===== config.mk =====
export PLATFORM = sky130hd
export DESIGN_NAME = scan_port
export DESIGN_NICKNAME = d
export VERILOG_FILES = /design/src/rtl/scan_pkg.sv /design/src/rtl/scan_tap_fsm.sv /design/src/rtl/scan_instr_reg.sv /design/src/rtl/scan_data_regs.sv /design/src/rtl/scan_port.sv
export SDC_FILE = /design/constraint.sdc
export NUM_CORES = 1
export LEC_CHECK = 0
export BUFFER_PORTS_ARGS = -buffer_cell sky130_fd_sc_hd__buf_2
export CAP_MARGIN = 30
export CORE_MARGIN = 8
export CORE_UTILIZATION = 52
export CTS_BUF_LIST = sky130_fd_sc_hd__clkbuf_2
export DETAILED_ROUTE_END_ITERATION = 16
export PLACE_DENSITY = 0.67
export SYNTH_ARGS = -nofsm -noshare
export SYNTH_HDL_FRONTEND = slang
export SYNTH_SLANG_ARGS = --single-unit
export TNS_END_PERCENT = 30

===== constraint.sdc =====
create_clock -name tck -period 2.65 [get_ports tck]
set_input_delay 0.3975 -clock tck [delete_from_list [all_inputs] [get_ports tck]]
set_output_delay 0.3975 -clock tck [all_outputs]
set_load 0.01 [all_outputs]

===== src/rtl/scan_pkg.sv =====
package scan_pkg;

    localparam int IR_LEN = 3;

    localparam logic [IR_LEN-1:0] OP_EXTEST  = 3'b000;
    localparam logic [IR_LEN-1:0] OP_IDCODE  = 3'b001;
    localparam logic [IR_LEN-1:0] OP_SAMPLE  = 3'b010;
    localparam logic [IR_LEN-1:0] IR_CAPTURE = 3'b001;

    typedef enum logic [3:0] {
        S_RESET  = 4'd0,
        S_IDLE   = 4'd1,
        S_SEL_DR = 4'd2,
        S_CAP_DR = 4'd3,
        S_SH_DR  = 4'd4,
        S_EX1_DR = 4'd5,
        S_PAU_DR = 4'd6,
        S_EX2_DR = 4'd7,
        S_UPD_DR = 4'd8,
        S_SEL_IR = 4'd9,
        S_CAP_IR = 4'd10,
        S_SH_IR  = 4'd11,
        S_EX1_IR = 4'd12,
        S_PAU_IR = 4'd13,
        S_EX2_IR = 4'd14,
        S_UPD_IR = 4'd15
    } tap_state_e;

    typedef struct packed {
        logic in_reset;
        logic cap_ir;
        logic sh_ir;
        logic upd_ir;
        logic cap_dr;
        logic sh_dr;
        logic upd_dr;
    } tap_ctl_t;

    typedef enum logic [1:0] {
        DR_BYP = 2'd0,
        DR_ID  = 2'd1,
        DR_BSR = 2'd2
    } dr_sel_e;

    function automatic dr_sel_e pick_dr(input logic [IR_LEN-1:0] op);
        dr_sel_e r;
        case (op)
            OP_EXTEST, OP_SAMPLE: r = DR_BSR;
            OP_IDCODE:            r = DR_ID;
            default:              r = DR_BYP;
        endcase
        return r;
    endfunction

endpackage


===== src/rtl/scan_tap_fsm.sv =====
module scan_tap_fsm
    import scan_pkg::*;
(
    input  logic       tck,
    input  logic       por_n,
    input  logic       tms,
    output tap_state_e state_q,
    output tap_ctl_t   ctl
);

    tap_state_e state_d;

    always_ff @(posedge tck or negedge por_n) begin
        if (!por_n) state_q <= S_RESET;
        else        state_q <= state_d;
    end

    always_comb begin
        state_d = state_q;
        unique case (state_q)
            S_RESET:  state_d = tms ? S_RESET  : S_IDLE;
            S_IDLE:   state_d = tms ? S_SEL_DR : S_IDLE;
            S_SEL_DR: state_d = tms ? S_SEL_IR : S_CAP_DR;
            S_CAP_DR: state_d = tms ? S_EX1_DR : S_SH_DR;
            S_SH_DR:  state_d = tms ? S_EX1_DR : S_SH_DR;
            S_EX1_DR: state_d = tms ? S_UPD_DR : S_PAU_DR;
            S_PAU_DR: state_d = tms ? S_EX2_DR : S_PAU_DR;
            S_EX2_DR: state_d = tms ? S_UPD_DR : S_SH_DR;
            S_UPD_DR: state_d = tms ? S_SEL_DR : S_IDLE;
            S_SEL_IR: state_d = tms ? S_RESET  : S_CAP_IR;
            S_CAP_IR: state_d = tms ? S_EX1_IR : S_SH_IR;
            S_SH_IR:  state_d = tms ? S_EX1_IR : S_SH_IR;
            S_EX1_IR: state_d = tms ? S_UPD_IR : S_PAU_IR;
            S_PAU_IR: state_d = tms ? S_EX2_IR : S_PAU_IR;
            S_EX2_IR: state_d = tms ? S_UPD_IR : S_SH_IR;
            S_UPD_IR: state_d = tms ? S_SEL_DR : S_IDLE;
        endcase
    end

    always_comb begin
        ctl = '0;
        unique case (state_q)
            S_RESET:  ctl.in_reset = 1'b1;
            S_CAP_IR: ctl.cap_ir   = 1'b1;
            S_SH_IR:  ctl.sh_ir    = 1'b1;
            S_UPD_IR: ctl.upd_ir   = 1'b1;
            S_CAP_DR: ctl.cap_dr   = 1'b1;
            S_SH_DR:  ctl.sh_dr    = 1'b1;
            S_UPD_DR: ctl.upd_dr   = 1'b1;
            default:  ctl          = '0;
        endcase
    end

    // Run of consecutive high mode-select edges, saturating at five
    logic [2:0] hi_cnt;
    always_ff @(posedge tck or negedge por_n) begin
        if (!por_n)              hi_cnt <= 3'd0;
        else if (!tms)           hi_cnt <= 3'd0;
        else if (hi_cnt != 3'd5) hi_cnt <= hi_cnt + 3'd1;
    end

    a_r2_five_high_reset: assert property (@(posedge tck) disable iff (!por_n)
        (hi_cnt == 3'd5) |-> (state_q == S_RESET));

endmodule


===== src/rtl/scan_instr_reg.sv =====
module scan_instr_reg
    import scan_pkg::*;
(
    input  logic              tck,
    input  logic              por_n,
    input  logic              tdi,
    input  logic              in_reset,
    input  logic              cap_ir,
    input  logic              sh_ir,
    input  logic              upd_ir,
    output logic [IR_LEN-1:0] ir_q,
    output logic              ir_lsb
);

    logic [IR_LEN-1:0] ir_sh;

    always_ff @(posedge tck or negedge por_n) begin
        if (!por_n)      ir_sh <= '0;
        else if (cap_ir) ir_sh <= IR_CAPTURE;
        else if (sh_ir)  ir_sh <= {tdi, ir_sh[IR_LEN-1:1]};
    end

    always_ff @(posedge tck or negedge por_n) begin
        if (!por_n)        ir_q <= OP_IDCODE;
        else if (in_reset) ir_q <= OP_IDCODE;
        else if (upd_ir)   ir_q <= ir_sh;
    end

    assign ir_lsb = ir_sh[0];

    a_r3_reset_loads_idcode: assert property (@(posedge tck) disable iff (!por_n)
        in_reset |=> (ir_q == OP_IDCODE));

    a_r4_ir_holds_outside_update: assert property (@(posedge tck) disable iff (!por_n)
        (!upd_ir && !in_reset) |=> $stable(ir_q));

endmodule


===== src/rtl/scan_data_regs.sv =====
module scan_data_regs
    import scan_pkg::*;
#(
    parameter int          BSR_LEN  = 8,
    parameter logic [31:0] ID_VALUE = 32'h2B7D_0E3F
) (
    input  logic               tck,
    input  logic               por_n,
    input  logic               tdi,
    input  logic               cap_dr,
    input  logic               sh_dr,
    input  logic               upd_dr,
    input  dr_sel_e            sel,
    input  logic [BSR_LEN-1:0] sys_in,
    output logic [BSR_LEN-1:0] bsr_out,
    output logic               dr_lsb
);

    localparam int ID_LEN = 32;

    logic sel_byp, sel_id, sel_bsr;
    assign sel_byp = (sel == DR_BYP);
    assign sel_id  = (sel == DR_ID);
    assign sel_bsr = (sel == DR_BSR);

    // Bypass: one cell, captures zero
    logic byp_q;
    always_ff @(posedge tck or negedge por_n) begin
        if (!por_n)                 byp_q <= 1'b0;
        else if (cap_dr && sel_byp) byp_q <= 1'b0;
        else if (sh_dr && sel_byp)  byp_q <= tdi;
    end

    // Identification register
    logic [ID_LEN-1:0] id_sh;
    always_ff @(posedge tck or negedge por_n) begin
        if (!por_n)                id_sh <= '0;
        else if (cap_dr && sel_id) id_sh <= ID_VALUE;
        else if (sh_dr && sel_id)  id_sh <= {tdi, id_sh[ID_LEN-1:1]};
    end

    // Boundary chain, one generated cell per bit
    logic [BSR_LEN-1:0] bsr_sh;
    for (genvar i = 0; i < BSR_LEN; i++) begin : g_cell
        logic chain_in;
        logic cap_q;
        logic upd_q;
        if (i == BSR_LEN - 1) begin : g_head
            assign chain_in = tdi;
        end else begin : g_link
            assign chain_in = bsr_sh[i+1];
        end
        always_ff @(posedge tck or negedge por_n) begin
            if (!por_n)                 cap_q <= 1'b0;
            else if (cap_dr && sel_bsr) cap_q <= sys_in[i];
            else if (sh_dr && sel_bsr)  cap_q <= chain_in;
        end
        always_ff @(posedge tck or negedge por_n) begin
            if (!por_n)                 upd_q <= 1'b0;
            else if (upd_dr && sel_bsr) upd_q <= cap_q;
        end
        assign bsr_sh[i]  = cap_q;
        assign bsr_out[i] = upd_q;
    end

    always_comb begin
        unique case (sel)
            DR_ID:   dr_lsb = id_sh[0];
            DR_BSR:  dr_lsb = bsr_sh[0];
            default: dr_lsb = byp_q;
        endcase
    end

    a_r6_single_register: assert property (@(posedge tck) disable iff (!por_n)
        $onehot({sel_byp, sel_id, sel_bsr}));

    a_r6_bypass_one_delay: assert property (@(posedge tck) disable iff (!por_n)
        (sh_dr && sel_byp) |=> (byp_q == $past(tdi)));

    a_r5_id_capture: assert property (@(posedge tck) disable iff (!por_n)
        (cap_dr && sel_id) |=> (id_sh == ID_VALUE));

    a_r8_update_only_at_update_dr: assert property (@(posedge tck) disable iff (!por_n)
        !(upd_dr && sel_bsr) |=> $stable(bsr_out));

endmodule


===== src/rtl/scan_port.sv =====
module scan_port
    import scan_pkg::*;
#(
    parameter int          BSR_LEN  = 8,
    parameter logic [31:0] ID_VALUE = 32'h2B7D_0E3F
) (
    input  logic               tck,
    input  logic               por_n,
    input  logic               tms,
    input  logic               tdi,
    input  logic [BSR_LEN-1:0] sys_in,
    output logic               tdo,
    output logic               tdo_oe,
    output logic [BSR_LEN-1:0] bsr_out,
    output logic               bsr_drive
);

    tap_state_e        state_q;
    tap_ctl_t          ctl;
    logic [IR_LEN-1:0] ir_q;
    logic              ir_lsb;
    logic              dr_lsb;
    dr_sel_e           sel;

    scan_tap_fsm u_fsm (
        .tck     (tck),
        .por_n   (por_n),
        .tms     (tms),
        .state_q (state_q),
        .ctl     (ctl)
    );

    scan_instr_reg u_ir (
        .tck      (tck),
        .por_n    (por_n),
        .tdi      (tdi),
        .in_reset (ctl.in_reset),
        .cap_ir   (ctl.cap_ir),
        .sh_ir    (ctl.sh_ir),
        .upd_ir   (ctl.upd_ir),
        .ir_q     (ir_q),
        .ir_lsb   (ir_lsb)
    );

    assign sel       = pick_dr(ir_q);
    assign bsr_drive = (ir_q == OP_EXTEST);

    scan_data_regs #(
        .BSR_LEN  (BSR_LEN),
        .ID_VALUE (ID_VALUE)
    ) u_dr (
        .tck     (tck),
        .por_n   (por_n),
        .tdi     (tdi),
        .cap_dr  (ctl.cap_dr),
        .sh_dr   (ctl.sh_dr),
        .upd_dr  (ctl.upd_dr),
        .sel     (sel),
        .sys_in  (sys_in),
        .bsr_out (bsr_out),
        .dr_lsb  (dr_lsb)
    );

    logic serial_bit;
    logic shifting;
    assign shifting   = ctl.sh_ir || ctl.sh_dr;
    assign serial_bit = ctl.sh_ir ? ir_lsb : (ctl.sh_dr ? dr_lsb : 1'b0);

    always_ff @(negedge tck or negedge por_n) begin
        if (!por_n) begin
            tdo    <= 1'b0;
            tdo_oe <= 1'b0;
        end else begin
            tdo    <= serial_bit;
            tdo_oe <= shifting;
        end
    end

    a_r7_oe_only_in_shift: assert property (@(posedge tck) disable iff (!por_n)
        tdo_oe |-> (state_q == S_SH_IR || state_q == S_SH_DR));

    a_r7_low_when_disabled: assert property (@(posedge tck) disable iff (!por_n)
        !tdo_oe |-> !tdo);

    a_r9_drive_follows_update: assert property (@(posedge tck) disable iff (!por_n)
        $rose(bsr_drive) |-> $past(state_q == S_UPD_IR));

endmodule


======== After elaboration in Yosys (flattened, before gate mapping) ========
Cells that the tools add are included.
storage, ports and cells
  flip-flop bits (word level) ............. 61
  input bits .............................. 12
  output and inout bits ................... 11
  word-level logic and storage cells ...... 110
operators by class
  equal/unequal tests ..................... 19
  mux-type cells .......................... 48
  reductions and logical operators ........ 20
operator list
  kind                                                              count
  32-bit two-way mux                                                2
  4-bit case mux with 12 select lines                               1
  4-bit == test (second input constant)                             8
  1-bit two-way mux                                                 30
  3-bit two-way mux                                                 6
  4-bit by 3-bit == test with 1-bit output (second input constant)  4
  4-bit two-way mux                                                 4
  2-bit nonzero test                                                5
  4-bit by 2-bit == test with 1-bit output (second input constant)  2
  1-bit logical AND                                                 7
  2-bit two-way mux                                                 3
  2-bit OR reduction                                                3
  4-bit by 1-bit == test with 1-bit output (second input constant)  1
  4-bit zero test                                                   1
  2-bit case mux with 2 select lines                                1
  3-bit by 1-bit == test with 1-bit output (second input constant)  1
  3-bit by 2-bit == test with 1-bit output (second input constant)  1
  3-bit zero test                                                   1
  3-bit OR reduction                                                1
  2-bit by 1-bit == test with 1-bit output (second input constant)  1
  2-bit == test (second input constant)                             1
  2-bit zero test                                                   1
  1-bit case mux with 2 select lines                                1
  1-bit logical OR                                                  1

======== Logic depth before layout (Yosys ltp) ========
Gate-level depths: netlist of run 1.
  word-level depth ........................ 7
  gate-level depth with buffers ........... 7

======== Cells and area by module ========
Synthesis of run 1 repeated with hierarchy kept, for this count alone.
unflattened totals
  cells, all modules ...................... 319
  area total of the unflattened synthesis .. 3296.9 µm²
by module, submodules not included
  module          times used  cells each  area each (µm²)  sequential area each (µm²)
  scan_data_regs  1           243         2568.7           1226.2
  scan_tap_fsm    1           49          401.6            100.1
  scan_instr_reg  1           18          236.5            151.4
  scan_port       1           9           90.1             50.0

==> flow_summary.json, run 1 <==
{
  "yosys.area_share.simple_pct": 12.6,
  "cts-htree-levels": 3,
  "status": "complete, but fails checks",
  "finalSetupViolCount": 2,
  "syn_nets": 278,
  "cts_tree": "done",
  "worstSetupStartpointType": "flip-flop",
  "dpl.hpwl_mm": 3.41,
  "cts_hold_buf": 0,
  "synth_area_um2": 3000,
  "muxShareOfSynthArea_pct": 22.0,
  "violations": "setup timing",
  "first_pass_iters": 3,
  "die_h_um": 92.0,
  "avgSynthCellArea_um2": 11.3,
  "critical_path_required_ns": 1.57,
  "die_w_um": 92.0,
  "cts-root-buf": "clkbuf_2",
  "synthCells": 266,
  "cap_violations": 0,
  "critPathKind": "reg -> reg",
  "drive_above_1_share_pct": 31.1,
  "route.detailed.drc": 0,
  "synth_compound_area_share_pct": 7.00,
  "fin_cells": 361,
  "synth_seq_area_share_pct": 50.9,
  "die_area_um2": 8460,
  "r2r-start": "u_ir.ir_q[0]",
  "port_buffers": 22,
  "worstPathMaxFanout": 2,
  "antenna_cells": 0,
  "ant_nets": 0,
  "wl_per_cell_um": 14.6,
  "dp_cells": 345,
  "synth_top_family_by_area": "multiplexers",
  "synth_seq_cells": 61,
  "clk_pin_slew_ns": 0.17,
  "cts.sinks": 61,
  "drv_slew": 0,
  "crit_start": "u_ir.ir_q[0]",
  "critPathCaptureType": "flip-flop",
  "clock_skew_ns": 0.0719,
  "setup-tns-final_ns": -0.0667,
  "drt-total-wl_mm": 5.28,
  "combPwrFrac_pct": 42.7,
  "clockBufferDepth": 2,
  "reg2reg_slack_ns": -0.06,
  "pin_count": 23,
  "layout_setup_ws_ns": -0.0556,
  "antenna_found_initial": 0,
  "grt_setup_unrepaired": "yes",
  "rows": 27,
  "crit_slowest_cell": "dfstp_2",
  "yosysWarningCount": 0,
  "slew-limit-headroom_pct": 50.5,
  "track_usage_pct": 13.9,
  "gp_congestion": 0.813,
  "fillers": 494,
  "initial_core_util_pct": 54.2,
  "drtIter0Drc": 58,
  "power_switching_uw": 1190,
  "hold_violations": 0,
  "synth_edf_count": 0,
  "core_area_um2": 5540,
  "area_growth_syn_to_layout_pct": 9.58,
  "synth_cell_types": 43,
  "insertion_delay_ns": 0.46,
  "worst_pin_slew_ns": 0.743,
  "viasPerCell": 5.23,
  "p_leak_uw": 0.00160,
  "seqPwrFrac_pct": 40.9,
  "clockPowerShare_pct": 16.4,
  "intPower_uw": 2150,
  "switching_share_pct": 35.6,
  "num_vias": 1887,
  "r2r.worst_path.cells": 3,
  "fin_nets": 296,
  "arrival_ns": 1.62,
  "synth_ff_type": "dfrtp_1",
  "layout_common_cells": "58 x dfrtp_1, 24 x mux2_2, 23 x nand2_1",
  "grt_max_degree": 60,
  "grt_pass1_wl_mm": 9.43,
  "layout_commonest_cell": "dfrtp_1",
  "cts_buffers": 9,
  "synth-async-reset-ratio_pct": 100,
  "ir_worst_vdd_mv": 0.474,
  "overflow": 0,
  "grt_pass1_vias": 1971,
  "yosys.area_share.adder_pct": 0,
  "p_per_area_nw_per_um2": 1020,
  "cts_setup_buffers": 0,
  "hp-class": "in -> async",
  "cp_cell_sequence": "or3b_4, a21oi_2, o32ai_1",
  "critPathMaxStageDelay_ns": 0.56,
  "synth-xor-area-share_pct": 0
}
[critical path: cells and delay by family, from the launching register on]
family	cells	cell delay (ns)
and+or+nand+nor	1	0.37
AOI/OAI and AO/OA	2	0.24
DFF	1	0.56
[layout make-up]
type | instances | area, um^2 | share of cell area, %
inverters | 19 | 71.3 | 2.17
clock buffers | 11 | 55.1 | 1.67
well taps | 72 | 90.1 | 2.74
clock inverters | 5 | 51.3 | 1.56
multi-input cells | 159 | 1270 | 38.6
repair buffers | 34 | 225 | 6.84
flip-flops and latches | 61 | 1530 | 46.4
[timing repair]
action                                  in CTS  in global routing
pin swaps                                    0                  0
endpoints found under the setup margin       3                  3
gates resized for setup                      1                  1
[state kept, by name, indices dropped and copies added (netlist names)]
name	flops
u_dr.id_sh	32
u_dr.g_cell.upd_q	8
u_dr.g_cell.chain_in	7
u_fsm.state_q	4
u_ir.ir_q	3
u_ir.ir_sh	3
tdo	1
tdo_oe	1
u_dr.byp_q	1
u_dr.g_cell.cap_q	1
[cell usage after synthesis (all sizes together), types with 2 or more instances]
library cell / number / share of area, %
nor3: 2 / 0.33
mux2i: 17 / 5.7
clkbuf: 11 / 1.4
a21oi: 11 / 1.8
dfrtn: 2 / 1.7
nor2: 20 / 2.5
nor2b: 7 / 1.5
dfrtp: 58 / 48
a2111oi: 2 / 1.8
or3b: 2 / 0.67
mux2: 41 / 16
nand2: 23 / 2.9
o21ai: 6 / 1.0
nor3b: 2 / 0.50
nand3: 2 / 0.33
and2: 2 / 0.42
inv: 19 / 2.4
buf: 16 / 3.8
nand3b: 2 / 0.50
nor4b: 2 / 0.58
o22ai: 2 / 0.42
o211ai: 2 / 0.50
[through the flow]
step,utilization (%),total power [uW],setup WS (ns),cell area (um^2),hold WS (ns)
finish,59.4,3350,-0.0556,3290,0.149
CTS,59.3,3380,-0.0796,3290,0.137
detailed placement,57.3,2820,0.0190,3170,0.478
global route,59.4,3600,-0.108,3290,0.211
floorplan,-,2520,-0.0295,3020,0.102
global placement,57.3,2770,0.0865,3170,0.470
[power groups by stage]
stage,Clock [uW],Sequential (uW),Combinational (uW)
final,549,1370,1430
after floorplan,0,1360,1160
after CTS,570,1370,1440
after global placement,0,1380,1390
after global routing,600,1410,1600
after detailed placement,0,1390,1430
[path summary, 6_finish.rpt]
kind,end
max,tdo
min,u_dr.id_sh[5]
max reg2reg,tdo
min reg2reg,u_dr.id_sh[2]
max in group asynchronous,tdo_oe
min in group tck,u_ir.ir_sh[2]
[cell families (layout without fill, tap and decap cells)]
family / after synthesis / count (layout)
simple gates: 73 / 73
flops: 61 / 61
mux: 58 / 58
buf+inv: 46 / 69
compound gates: 28 / 28
[routing by layer]
layer / vias to the layer above / global-route usage (%) / routed length [um]
met5: - / 0 / 0
met4: 0 / 7.25 / 95
met3: 11 / 3.26 / 123
met2: 16 / 22.6 / 2540
met1: 926 / 16.7 / 2530
li1: 934 / - / -
No activity file was read; power rests on OpenSTA's default activity.
==> inputs of run 2 (changes only) <==
--- a/config.mk
+++ b/config.mk
@@ -8,10 +8,11 @@
 export BUFFER_PORTS_ARGS = -buffer_cell sky130_fd_sc_hd__buf_2
 export CAP_MARGIN = 30
 export CORE_MARGIN = 8
-export CORE_UTILIZATION = 52
+export CORE_UTILIZATION = 35
 export CTS_BUF_LIST = sky130_fd_sc_hd__clkbuf_2
+export CTS_CLUSTER_DIAMETER = 50
 export DETAILED_ROUTE_END_ITERATION = 16
-export PLACE_DENSITY = 0.67
+export PLACE_DENSITY = 0.47
 export SYNTH_ARGS = -nofsm -noshare
 export SYNTH_HDL_FRONTEND = slang
 export SYNTH_SLANG_ARGS = --single-unit
==> run 2 against run 1 <==
Global-route usage shrank 2.9 points. Die area grew 39%. Utilization shrank 20 points. Non-clock buffer count grew 1. Largest cell class unchanged. Clock-buffer cell count shrank 2. Register-to-register slack gained 0.05 ns. Sequential power is essentially flat. Via count grew 0.37%. Total power shrank 0.72%. Design area grew 1.3%. The run still ends with setup timing left. Clock skew shrank 0.0028 ns.
==> flow_summary.json, run 2 (synthesis gave the netlist of run 1 again) <==
{
  "area_growth_syn_to_layout_pct": 11.0,
  "cts_tree": "done",
  "die_w_um": 109,
  "fin_nets": 297,
  "gp_congestion": 0.728,
  "largest-register": "u_dr.id_sh",
  "cts.sinks": 61,
  "die_area_um2": 11800,
  "core_area_um2": 8510,
  "layout_common_cells": "58 x dfrtp_1, 24 x mux2_2, 23 x nand2_1",
  "total_power_uw": 3320,
  "cts_setup_buffers": 0,
  "r2r.worst_path.cells": 3,
  "worst_pin_slew_ns": 0.650,
  "drtIter0Drc": 61,
  "grt_setup_unrepaired": "yes",
  "worstPathMaxFanout": 1,
  "rows": 34,
  "clk_pin_slew_ns": 0.15,
  "fillers": 867,
  "pin_count": 23,
  "drt-total-wl_mm": 5.63,
  "grt_max_degree": 52,
  "dr_wl_met3_um": 253,
  "r2r_end": "tdo",
  "p_per_area_nw_per_um2": 996,
  "slew-limit-headroom_pct": 56.6,
  "track_usage_pct": 10.9,
  "antenna_cells": 0,
  "hold_violations": 0,
  "dr.max_layer_used": "met4",
  "route.detailed.drc": 0,
  "r2r-start": "u_ir.ir_q[0]",
  "finalSetupViolCount": 3,
  "reg2reg_slack_ns": -0.004,
  "cp_cell_sequence": "buf_2",
  "cts_buffers": 9,
  "drv_slew": 0,
  "crit_family": "flip-flops",
  "initial_core_util_pct": 35.3,
  "cap_violations": 0,
  "first_pass_iters": 4,
  "antenna_found_initial": 0,
  "grt_pass1_vias": 2046,
  "clockBufferDepth": 2,
  "grt_pass1_wl_mm": 9.97,
  "cp.depth": 1,
  "crit_slowest_cell": "dfrtn_1",
  "setup-tns-final_ns": -0.0111,
  "worstSetupStartpointType": "flip-flop",
  "die_h_um": 109,
  "met2_length_mm": 2.80,
  "status": "complete, but fails checks",
  "ir_worst_vdd_mv": 0.426,
  "port_buffers": 22,
  "clock_skew_ns": 0.0691,
  "critPathKind": "reg -> out",
  "dpl.hpwl_mm": 3.68,
  "crit_start": "tdo_oe",
  "critPathBufInv": 1,
  "largest_reg_flops": 32,
  "critPathMaxStageDelay_ns": 0.41,
  "cts-htree-levels": 3,
  "cts-root-buf": "clkbuf_2",
  "violations": "setup timing",
  "crit_end": "tdo_oe",
  "layout_setup_ws_ns": -0.00431,
  "critical_path_required_ns": 2.25,
  "critPathCaptureType": "output pin",
  "wl_met1_mm": 2.51,
  "hp-class": "in -> reg",
  "wl_per_cell_um": 14.2,
  "layout_commonest_cell": "dfrtp_1",
  "drive_above_1_share_pct": 30.4,
  "insertion_delay_ns": 0.46,
  "ant_nets": 0,
  "overflow": 0,
  "num_vias": 1894,
  "arrival_ns": 2.26,
  "p_leak_uw": 0.00159,
  "viasPerCell": 4.77
}
==> run 2: changes by cell type in the layout (fill, tap and decap cells not counted) <==
cell	previous run	this run
clkbuf_2	11	9
buf_2	20	21
buf_6	2	1
clkinv_1	1	2
dlygate4sd3_1	0	1
==> run 2: worst min-delay path by stage <==
stage	from	to	slack, ns	depth (start not counted)
after floorplan	por_n	u_dr.byp_q	0.10	0
after global placement	por_n	u_ir.ir_q[2]	0.32	1
after detailed placement	por_n	u_ir.ir_q[2]	0.31	1
after CTS	tdi	u_ir.ir_sh[2]	0.20	3
after global routing	tdi	u_ir.ir_sh[2]	0.18	3
final	tdi	u_ir.ir_sh[2]	0.24	3
==> run 2: what timing repair did <==
action / in CTS / in global routing
endpoints found under the hold margin: 8 / 0
pin swaps: 0 / 0
hold buffers: 1 / 0
endpoints found under the setup margin: 3 / 3
resized for setup: 1 / 0
==> run 2: routing by layer <==
metal,GRT usage (%),vias to the layer above
met5,0,-
met4,3.13,0
met3,4.49,5
met2,17.7,23
met1,13.1,935
li1,-,931
==> run 2: report_power, final <==
part	leakage, uW	internal [uW]	switching (uW)	total [uW]
Clock	0.0000626	204	327	531
Combinational	0.000729	700	725	1430
Sequential	0.000803	1230	136	1370
==> run 2: area by class of cell <==
| type | instances | area (um^2) | share of cell area [%] |
|---|---|---|---|
| clock inverters | 6 | 55.1 | 1.65 |
| inverters | 19 | 71.3 | 2.14 |
| multi-input cells | 159 | 1270 | 38.1 |
| repair buffers | 35 | 229 | 6.87 |
| clock buffers | 9 | 45.0 | 1.35 |
| well taps | 108 | 135 | 4.05 |
| flip-flops and latches | 61 | 1530 | 45.8 |
==> run 2: through the flow <==
| stage | cells | utilization, % | hold slack, ns | setup slack, ns | instance area, um^2 |
|---|---|---|---|---|---|
| floorplan | 266 | - | 0.102 | -0.0295 | 3020 |
| global placement | 381 | 37.8 | 0.315 | 0.0766 | 3220 |
| detailed placement | 381 | 37.8 | 0.309 | 0.0823 | 3220 |
| CTS | 397 | 39.2 | 0.200 | -0.0550 | 3330 |
| global route | 397 | 39.2 | 0.180 | -0.113 | 3330 |
| finish | 397 | 39.2 | 0.243 | -0.00431 | 3330 |
